### src/rtl/gainctl_pkg.sv
package gainctl_pkg;

   localparam int unsigned DATA_W = 8;
   localparam int unsigned SEL_W  = 3;

   localparam logic [SEL_W-1:0] SEL_IDENT = 3'b000;
   localparam logic [SEL_W-1:0] SEL_GAIN  = 3'b001;
   localparam logic [SEL_W-1:0] SEL_GPO   = 3'b010;
   localparam logic [SEL_W-1:0] SEL_CTRL  = 3'b011;

   typedef enum logic [1:0] {
      GM_IMMEDIATE = 2'b00,
      GM_ZEROCROSS = 2'b01
   } gain_mode_e;

   localparam int unsigned CTRL_BSY_BIT = 7;
   localparam int unsigned CTRL_ERR_BIT = 4;

endpackage

### src/rtl/gainctl_gain_unit.sv
module gainctl_gain_unit
   import gainctl_pkg::*;
#(
   parameter int unsigned GAIN_W   = 6,
   parameter int unsigned GAIN_MIN = 8
) (
   input  logic              clk,
   input  logic              rst_n,
   input  logic              wr_gain,
   input  logic              wr_ctrl,
   input  logic [DATA_W-1:0] wdata,
   input  logic              zc,
   output logic [GAIN_W-1:0] gain_reg,
   output logic [GAIN_W-1:0] gain_applied,
   output gain_mode_e        mode,
   output logic              busy,
   output logic              err
);

   localparam logic [GAIN_W-1:0] MIN_V = GAIN_W'(GAIN_MIN);

   logic [GAIN_W-1:0] wval;
   logic              legal;
   logic              mode_ok;
   logic              apply_pending;

   logic [GAIN_W-1:0] gain_reg_d, applied_d;
   gain_mode_e        mode_d;
   logic              busy_d, err_d;

   assign wval    = wdata[GAIN_W-1:0];
   assign legal   = (wval == '0) || (wval >= MIN_V);
   assign mode_ok = (wdata[1:0] == GM_IMMEDIATE) || (wdata[1:0] == GM_ZEROCROSS);

   // a waiting change is taken by a crossing unless a legal gain write arrives at the same edge
   assign apply_pending = busy && zc && !(wr_gain && legal);

   always_comb begin
      gain_reg_d = gain_reg;
      applied_d  = gain_applied;
      mode_d     = mode;
      busy_d     = busy;
      err_d      = err;
      if (apply_pending) begin
         applied_d = gain_reg;
         busy_d    = 1'b0;
      end
      if (wr_gain) begin
         if (legal) begin
            gain_reg_d = wval;
            err_d      = 1'b0;
            if (mode == GM_IMMEDIATE) begin
               applied_d = wval;
               busy_d    = 1'b0;
            end else begin
               busy_d    = (wval != gain_applied);
            end
         end else begin
            err_d = 1'b1;
         end
      end
      if (wr_ctrl && mode_ok) begin
         mode_d = gain_mode_e'(wdata[1:0]);
         if (mode_d == GM_IMMEDIATE && busy) begin
            applied_d = gain_reg;
            busy_d    = 1'b0;
         end
      end
   end

   always_ff @(posedge clk or negedge rst_n) begin
      if (!rst_n) begin
         gain_reg     <= '0;
         gain_applied <= '0;
         mode         <= GM_IMMEDIATE;
         busy         <= 1'b0;
         err          <= 1'b0;
      end else begin
         gain_reg     <= gain_reg_d;
         gain_applied <= applied_d;
         mode         <= mode_d;
         busy         <= busy_d;
         err          <= err_d;
      end
   end

endmodule

### src/rtl/gainctl_gpo_port.sv
module gainctl_gpo_port #(
   parameter int unsigned GPO_W     = 4,
   parameter int unsigned DEVADDR_W = 3
) (
   input  logic                 clk,
   input  logic                 rst_n,
   input  logic                 wr_gpo,
   input  logic [GPO_W-1:0]     wbits,
   input  logic [GPO_W-1:0]     pin_in,
   output logic [GPO_W-1:0]     pin_out,
   output logic [GPO_W-1:0]     pin_oe,
   output logic [GPO_W-1:0]     gpo_reg,
   output logic [DEVADDR_W-1:0] dev_addr
);

   logic drive_q;

   always_ff @(posedge clk or negedge rst_n) begin
      if (!rst_n) begin
         gpo_reg <= '0;
         drive_q <= 1'b0;
      end else begin
         drive_q <= 1'b1;
         if (wr_gpo) gpo_reg <= wbits;
      end
   end

   // address strap is sampled on every edge while reset is held
   always_ff @(posedge clk) begin
      if (!rst_n) dev_addr <= pin_in[DEVADDR_W-1:0];
   end

   for (genvar i = 0; i < GPO_W; i++) begin : g_pin
      assign pin_out[i] = gpo_reg[i];
      assign pin_oe[i]  = drive_q;
   end

endmodule

### src/rtl/gainctl_regbank.sv
module gainctl_regbank
   import gainctl_pkg::*;
#(
   parameter int unsigned GAIN_W    = 6,
   parameter int unsigned GAIN_MIN  = 8,
   parameter int unsigned GPO_W     = 4,
   parameter int unsigned DEVADDR_W = 3,
   parameter logic [5:0]  CHIP_CODE = 6'b100001,
   parameter logic [1:0]  REV_CODE  = 2'b00
) (
   input  logic                 clk,
   input  logic                 rst_n,
   input  logic [2:0]           reg_sel,
   input  logic                 wr_stb,
   input  logic                 rd_stb,
   input  logic [7:0]           wr_data,
   output logic [7:0]           rd_data,
   input  logic                 zc_stb,
   output logic [GAIN_W-1:0]    gain_applied,
   input  logic [GPO_W-1:0]     pin_in,
   output logic [GPO_W-1:0]     pin_out,
   output logic [GPO_W-1:0]     pin_oe,
   output logic [DEVADDR_W-1:0] dev_addr
);

   localparam logic [DATA_W-1:0] IDENT_BYTE = {CHIP_CODE, REV_CODE};

   if (GAIN_W > DATA_W || GAIN_W < 2) begin : g_bad_gain_w
      $error("GAIN_W must fit the data byte");
   end
   if (GAIN_MIN >= (1 << GAIN_W)) begin : g_bad_gain_min
      $error("GAIN_MIN out of gain range");
   end
   if (GPO_W > DATA_W || DEVADDR_W > GPO_W) begin : g_bad_gpo
      $error("GPO widths inconsistent");
   end

   logic [GAIN_W-1:0] gain_reg;
   gain_mode_e        mode;
   logic              busy, err;
   logic [GPO_W-1:0]  gpo_reg;
   logic              wr_gain, wr_ctrl, wr_gpo;
   logic [DATA_W-1:0] rd_mux;

   assign wr_gain = wr_stb && (reg_sel == SEL_GAIN);
   assign wr_ctrl = wr_stb && (reg_sel == SEL_CTRL);
   assign wr_gpo  = wr_stb && (reg_sel == SEL_GPO);

   gainctl_gain_unit #(.GAIN_W(GAIN_W), .GAIN_MIN(GAIN_MIN)) u_gain (
      .clk          (clk),
      .rst_n        (rst_n),
      .wr_gain      (wr_gain),
      .wr_ctrl      (wr_ctrl),
      .wdata        (wr_data),
      .zc           (zc_stb),
      .gain_reg     (gain_reg),
      .gain_applied (gain_applied),
      .mode         (mode),
      .busy         (busy),
      .err          (err)
   );

   gainctl_gpo_port #(.GPO_W(GPO_W), .DEVADDR_W(DEVADDR_W)) u_gpo (
      .clk      (clk),
      .rst_n    (rst_n),
      .wr_gpo   (wr_gpo),
      .wbits    (wr_data[GPO_W-1:0]),
      .pin_in   (pin_in),
      .pin_out  (pin_out),
      .pin_oe   (pin_oe),
      .gpo_reg  (gpo_reg),
      .dev_addr (dev_addr)
   );

   always_comb begin
      rd_mux = '0;
      case (reg_sel)
         SEL_IDENT: rd_mux = IDENT_BYTE;
         SEL_GAIN:  rd_mux[GAIN_W-1:0] = gain_reg;
         SEL_GPO:   rd_mux[GPO_W-1:0]  = gpo_reg;
         SEL_CTRL: begin
            rd_mux[CTRL_BSY_BIT] = busy;
            rd_mux[CTRL_ERR_BIT] = err;
            rd_mux[1:0]          = mode;
         end
         default:   rd_mux = '0;
      endcase
   end

   always_ff @(posedge clk or negedge rst_n) begin
      if (!rst_n)      rd_data <= '0;
      else if (rd_stb) rd_data <= rd_mux;
   end

endmodule

### config.mk
export PLATFORM = sky130hd
export DESIGN_NAME = gainctl_regbank
export DESIGN_NICKNAME = d
export VERILOG_FILES = /design/src/rtl/gainctl_pkg.sv /design/src/rtl/gainctl_gain_unit.sv /design/src/rtl/gainctl_gpo_port.sv /design/src/rtl/gainctl_regbank.sv
export SDC_FILE = /design/constraint.sdc
export NUM_CORES = 1
export LEC_CHECK = 0
export ABC_CLOCK_PERIOD_IN_PS = 2300
export CAP_MARGIN = 20
export CORE_ASPECT_RATIO = 1.1
export CORE_UTILIZATION = 45
export DETAILED_ROUTE_END_ITERATION = 8
export PLACE_DENSITY = 0.77
export SYNTH_ARGS = -nofsm -noshare
export SYNTH_HDL_FRONTEND = slang
export SYNTH_SLANG_ARGS = --single-unit
### constraint.sdc
create_clock -name clk -period 2.3 [get_ports clk]
set_clock_uncertainty 0.15 [all_clocks]
set_input_delay 0.46 -clock clk [delete_from_list [all_inputs] [get_ports clk]]
set_output_delay 0.46 -clock clk [all_outputs]
set_load 0.05 [all_outputs]
# Word level (Yosys, flattened, before mapping)
# Cells that the tools add are included.
[totals] reg_bits=31 latchBits=0 mem_bits_rw=0 mem_bits_ro=0 inputBits=20 out_inout_bits=25 word_cells=49 n_memories=0
[op_classes] addsub=0 n_mul=0 n_div=0 n_lt_le_gt_ge=1 eq_ne=5 shift=0 mux=18 n_bitwise=0 n_reduce_logical=16
[op_table] operator="6-bit 2-to-1 mux" count=6
[op_table] operator="2-bit one-hot mux with 3 select lines" count=2
[op_table] operator="1-bit logical AND" count=8
[op_table] operator="1-bit 2-to-1 mux" count=8
[op_table] operator="3-bit by 2-bit equality test with 1-bit output (second input constant)" count=2
[op_table] operator="6-bit by 4-bit greater-or-equal comparator with 1-bit output (second input constant)" count=1
[op_table] operator="6-bit logical NOT" count=1
[op_table] operator="6-bit inequality test" count=1
[op_table] operator="2-bit logical NOT" count=2
[op_table] operator="1-bit one-hot mux with 2 select lines" count=2
[op_table] operator="3-bit by 1-bit equality test with 1-bit output (second input constant)" count=1
[op_table] operator="3-bit logical NOT" count=1
[op_table] operator="2-bit by 1-bit equality test with 1-bit output (second input constant)" count=1
[op_table] operator="1-bit logical OR" count=2
[op_table] operator="2-bit AND reduction" count=1
[op_table] operator="1-bit logical NOT" count=1

# Longest topological paths before layout
[logic_depth] ltp_word=11 ltp_mapped=7

# Cells and area by module
# Synthesis repeated with hierarchy kept, for this count alone.
[hier_totals] hier_cells=129 hier_area_um2=1576.5
[modules_own_cells] mod="gainctl_gain_unit" instances=1 cells_each=62 area_per_inst_um2=810.8 seq_area_each_um2=400.4
[modules_own_cells] mod="gainctl_regbank" instances=1 cells_each=45 area_per_inst_um2=437.9 seq_area_each_um2=175.2
[modules_own_cells] mod="gainctl_gpo_port" instances=1 cells_each=22 area_per_inst_um2=327.8 seq_area_each_um2=215.2

# Least setup slack after synthesis
# No wires, ideal clock.
[synth_timing] path_type="input port to flip-flop" from="in wr_data[3]" to="reg u_gain.gain_applied[4]" t_arrival_ns=1.692 t_required_ns=2.025 setup_slack_ns=0.333 path_stages=4 n_path_buf=0 cell_sequence="or3_4 > o211ai_2 > mux2_2 > mux2_4"
[synth_between] elab_chain_len=11
[synth_rtl] item="start: declaration" line_no="gainctl_regbank.sv:16" source="input logic [7:0] wr_data,"
[synth_rtl] item="6-bit by 4-bit greater-or-equal comparator with 1-bit output or 6-bit logical NOT (tied branches)" line_no="gainctl_gain_unit.sv:32" source="assign legal = (wval == '0) || (wval >= MIN_V);"
[synth_rtl] item="1-bit logical OR (*)" line_no="gainctl_gain_unit.sv:32"
[synth_rtl] item="1-bit logical AND" line_no="gainctl_gain_unit.sv:36" source="assign apply_pending = busy && zc && !(wr_gain && legal);"
[synth_rtl] item="1-bit logical NOT" line_no="gainctl_gain_unit.sv:36"
[synth_rtl] item="1-bit logical AND" line_no="gainctl_gain_unit.sv:36"
[synth_rtl] item="6-bit 2-to-1 mux" line_no="gainctl_gain_unit.sv:44" source="if (apply_pending) begin"
[synth_rtl] item="6-bit 2-to-1 mux" line_no="gainctl_gain_unit.sv:52" source="if (mode == GM_IMMEDIATE) begin"
[synth_rtl] item="6-bit 2-to-1 mux" line_no="gainctl_gain_unit.sv:49" source="if (legal) begin"
[synth_rtl] item="6-bit 2-to-1 mux (*)" line_no="gainctl_gain_unit.sv:48" source="if (wr_gain) begin"
[synth_rtl] item="6-bit 2-to-1 mux" line_no="gainctl_gain_unit.sv:64" source="if (mode_d == GM_IMMEDIATE && busy) begin"
[synth_rtl] item="6-bit 2-to-1 mux (*)" line_no="gainctl_gain_unit.sv:62" source="if (wr_ctrl && mode_ok) begin"
[synth_rtl] item="net u_gain.applied_d[4]" line_no="gainctl_gain_unit.sv:27" source="logic [GAIN_W-1:0] gain_reg_d, applied_d;"
[synth_rtl] item="end signal: assignment" line_no="gainctl_gain_unit.sv:80" source="gain_applied <= applied_d;"
[synth_rtl] item="end: declaration" line_no="gainctl_gain_unit.sv:14" source="output logic [GAIN_W-1:0] gain_applied,"
# The timed path passes the listed nets; every way through them passes the cells marked *.
# A chain may end at the register's enable or synchronous reset.

# Final worst setup path
[layout_timing] from="reg u_gain.gain_applied[5]" to="out gain_applied[5]"
[layout_lines] item="end: declaration" line_no="gainctl_regbank.sv:19" source="output logic [GAIN_W-1:0] gain_applied,"
# No word-level cell between the ends.

==> summary.txt <==
Clock tree
  • Resize count post-CTS: 0
  • Root Driver: clkbuf_4
  • CTS H-tree lvls: 2
  • Clk slew on worst S/H paths: approximately 0.1 ns
  • Num Clock Sinks: 31
  • Buffer count from post-CTS setup fixing: 0
  • Cts bufs inserted: 5
  • TritonCTS clock tree: built
  • Clock Latency Late Sink: between 0.3 and 0.4 ns
  • Clock Tree Buf Depth: 2
  • Hold buffer count at cts: 0

Global route
  • Largest net degree at the start of global routing: 29
  • Total gr overflow: 0
  • First-pass GRT wire length: 5840 um
  • Initial antenna violation count: 0
  • Gr usage total: 0.215
  • Vias in the first global route: 1256

Yosys
  • Synth warn: 0
  • Avg Cell Area, Syn: ~11 um2
  • Synth Net Count: roughly 160
  • Yosys cell types: 39
  • Syn Inst Count: 137
  • Mapped Area: 1530 um2
  • Yosys reg bits: 31
  • Sequential area share after synthesis: 0.515

STA
  • Hold Violations, Final: 0
  • Unrepaired setup endpoints after global routing: no
  • Worst Hold Slack: ~0.37 ns
  • Smallest setup slack after layout: 0.132 ns
  • Period utilisation layout: 0.943
  • # setup viols final: 0
  • Worst-margin pin slew: about 0.5 ns
  • Worst slew margin: 0.657
  • Fmax: 461 MHz
  • Fin crit period: 2.17 ns
  • TNS Setup: 0 ns
  • Final Max Slew Viols: 0

Die
  • Io pins: 45
  • Die Span Y: 63.2 um
  • Width of the die: ~58 um
  • Initial Util: 0.487
  • Row Count: 21
  • Die area: 3650 um2
  • Core ar.: 3150 um2

Setup path
  • R2r setup slk: 0.61 ns
  • CP cell instances: clkdlybuf4s50_1
  • CP startpoint kind: register
  • CP Capture Type: primary output
  • Crit-path slowest cell: clkdlybuf4s50_1
  • Worst path top cell family by delay: buffers and inverters
  • R2R depth: 4
  • Critical path peak fanout: 3
  • CP max stage delay: 0.82 ns
  • CP Buf/Inv Count: 1
  • WS Path Type: register to primary output
  • Required @ worst endpoint: 1.69 ns
  • Reg2Reg Launch Point: u_gain.busy
  • WP data arrival: 1.56 ns
  • Reg2reg end: u_gain.gain_applied[4]

Route
  • Drt pass-1 iters: 6
  • DRC: 4
  • Routed wire length per instance: 15.0 um
  • Antenna Nets Post-Route: 0
  • Vias: 1222
  • Drt first-iter violations: 38
  • Routed Wire Length: 3470 um
  • Via/cell ratio: about 5.3

Finish
  • Area growth from synthesis to layout: 37.9%
  • Cell area after layout: ~2100 um2
  • Number of diodes: 0
  • FILL cells: roughly 250
  • Max reg flops: 7
  • Non-Filler Instances: ~230
  • Share of cells above drive strength 1: 0.274
  • Nets: ~220

Placement
  • Post-DP HPWL: about 2700 um
  • Gpl congestion: approximately 0.80
  • Post-Place Worst Slack: -0.175 ns
  • Area after DPL: 2070 um2
  • Dpl cells: 223
  • Port Buffer Count: 40

Min path
  • Hold_sp: rd_data[4]
  • Worst Hold End: rd_data[4]
  • Worst Hold Depth: 1
  • Worst hold path class: register to register

Status
  • Failing checks: design-rule violations
  • Status: finished with violations

Power
  • Static Leak: 0.000922 uW
  • Pwr/cell area: roughly 800 nW/um2
  • Peak supply drop: approximately 420 uV

Job
  • MaxCap Viol Count: 0
## placed cells by master (no fill, tap or decap), types with 2 or more instances in the layout
cell / synthesis / final
clkdlybuf4s50_1: 0 / 40
dfrtp_1: 28 / 28
buf_4: 6 / 22
mux2_2: 13 / 13
inv_1: 12 / 12
nand2_1: 8 / 8
a21oi_1: 7 / 7
nor2_1: 6 / 6
o22ai_1: 5 / 5
clkbuf_4: 0 / 5
xor2_1: 4 / 4
nor3_1: 3 / 3
or2_2: 3 / 3
o221a_2: 3 / 3
o21ai_0: 3 / 3
edfxtp_1: 3 / 3
o21a_1: 2 / 2
nand2b_1: 2 / 2
o32ai_1: 2 / 2
xnor2_1: 2 / 2
nand3_1: 2 / 2
a22oi_1: 2 / 2
conb_1: 2 / 2
clkbuf_1: 1 / 2
## worst reg2reg max path: stages (launching register included)
cell and delay [ns]:
dfrtp_1 0.42, nand2b_1 0.06, or4_1 0.47, o21a_4 0.18, mux2_4 0.30
## synthesized netlist by cell type (all sizes together)
library cell  number  share of area
xor2               4          0.023
mux2i              1         0.0065
xnor2              2          0.011
nor2               6          0.015
mux2              14           0.11
nand2b             3          0.014
or4                1         0.0049
conb               2         0.0049
or2                3          0.012
o221a              3          0.022
and4               1         0.0057
nor3               3         0.0098
nor2b              1         0.0041
or3                1         0.0073
clkbuf             1         0.0024
o22ai              5          0.020
and4bb             1         0.0082
o21a               3          0.020
edfxtp             3          0.059
buf                9          0.047
a22oi              2         0.0098
dfrtp             28           0.46
inv               12          0.029
nand2              8          0.020
o211ai             2          0.013
nand4              1         0.0041
and3               1         0.0041
o32ai              2          0.011
a22o               1         0.0065
nor4               1         0.0041
o21ai              3         0.0098
nand3              2         0.0065
a21oi              7          0.023
## metal layers
metal	up-vias	part of all wire	wire length, um	global-route usage
li1	594	-	-	-
met1	593	0.43	1510	0.272
met2	30	0.50	1750	0.349
met3	5	0.046	159	0.0595
met4	0	0.014	48	0.0774
met5	-	0	0	0
## power breakdown
part / internal (uW) / switching [uW]
combinational: 275 / 395
sequential: 649 / 80.1
clock: 119 / 181
## logic make-up after synthesis
kind of cell,Yosys count,share of synthesized area
XOR/XNOR,6,0.0343
buffers and inverters,22,0.0791
other,2,0.00490
AO/OA/AOI/OAI,28,0.135
AND/OR/NAND/NOR,33,0.119
flip-flops,31,0.515
multiplexers,15,0.112
## area by class of cell
class | instances | area [um2] | area share
flip-flops and latches | 31 | 791 | 0.374
multi-input cells | 84 | 622 | 0.294
repair buffers | 62 | 566 | 0.267
clock buffers | 7 | 45.0 | 0.0213
inverters | 12 | 45.0 | 0.0213
well taps | 34 | 42.5 | 0.0201
clock inverters | 1 | 5.00 | 0.00237
## how the worst max path moves through the flow
stage | slack (ns) | from | cells after the start | to
floorplan | 0.33 | wr_data[3] | 4 | u_gain.gain_applied[4]
global placement | -0.14 | reg_sel[0] | 5 | u_gain.gain_applied[4]
detailed placement | -0.18 | reg_sel[0] | 5 | u_gain.gain_applied[4]
CTS | 0.11 | u_gpo.drive_q | 1 | pin_oe[3]
global route | 0.08 | u_gain.gain_applied[3] | 1 | gain_applied[3]
finish | 0.13 | u_gain.gain_applied[5] | 1 | gain_applied[5]
## stage by stage
stage	util	total power, uW
after global routing	0.671	1780
after detailed placement	0.655	1410
after floorplan	-	1160
after CTS	0.671	1710
final	0.671	1700
after global placement	0.655	1400
(Power assumes the default switching activity.)
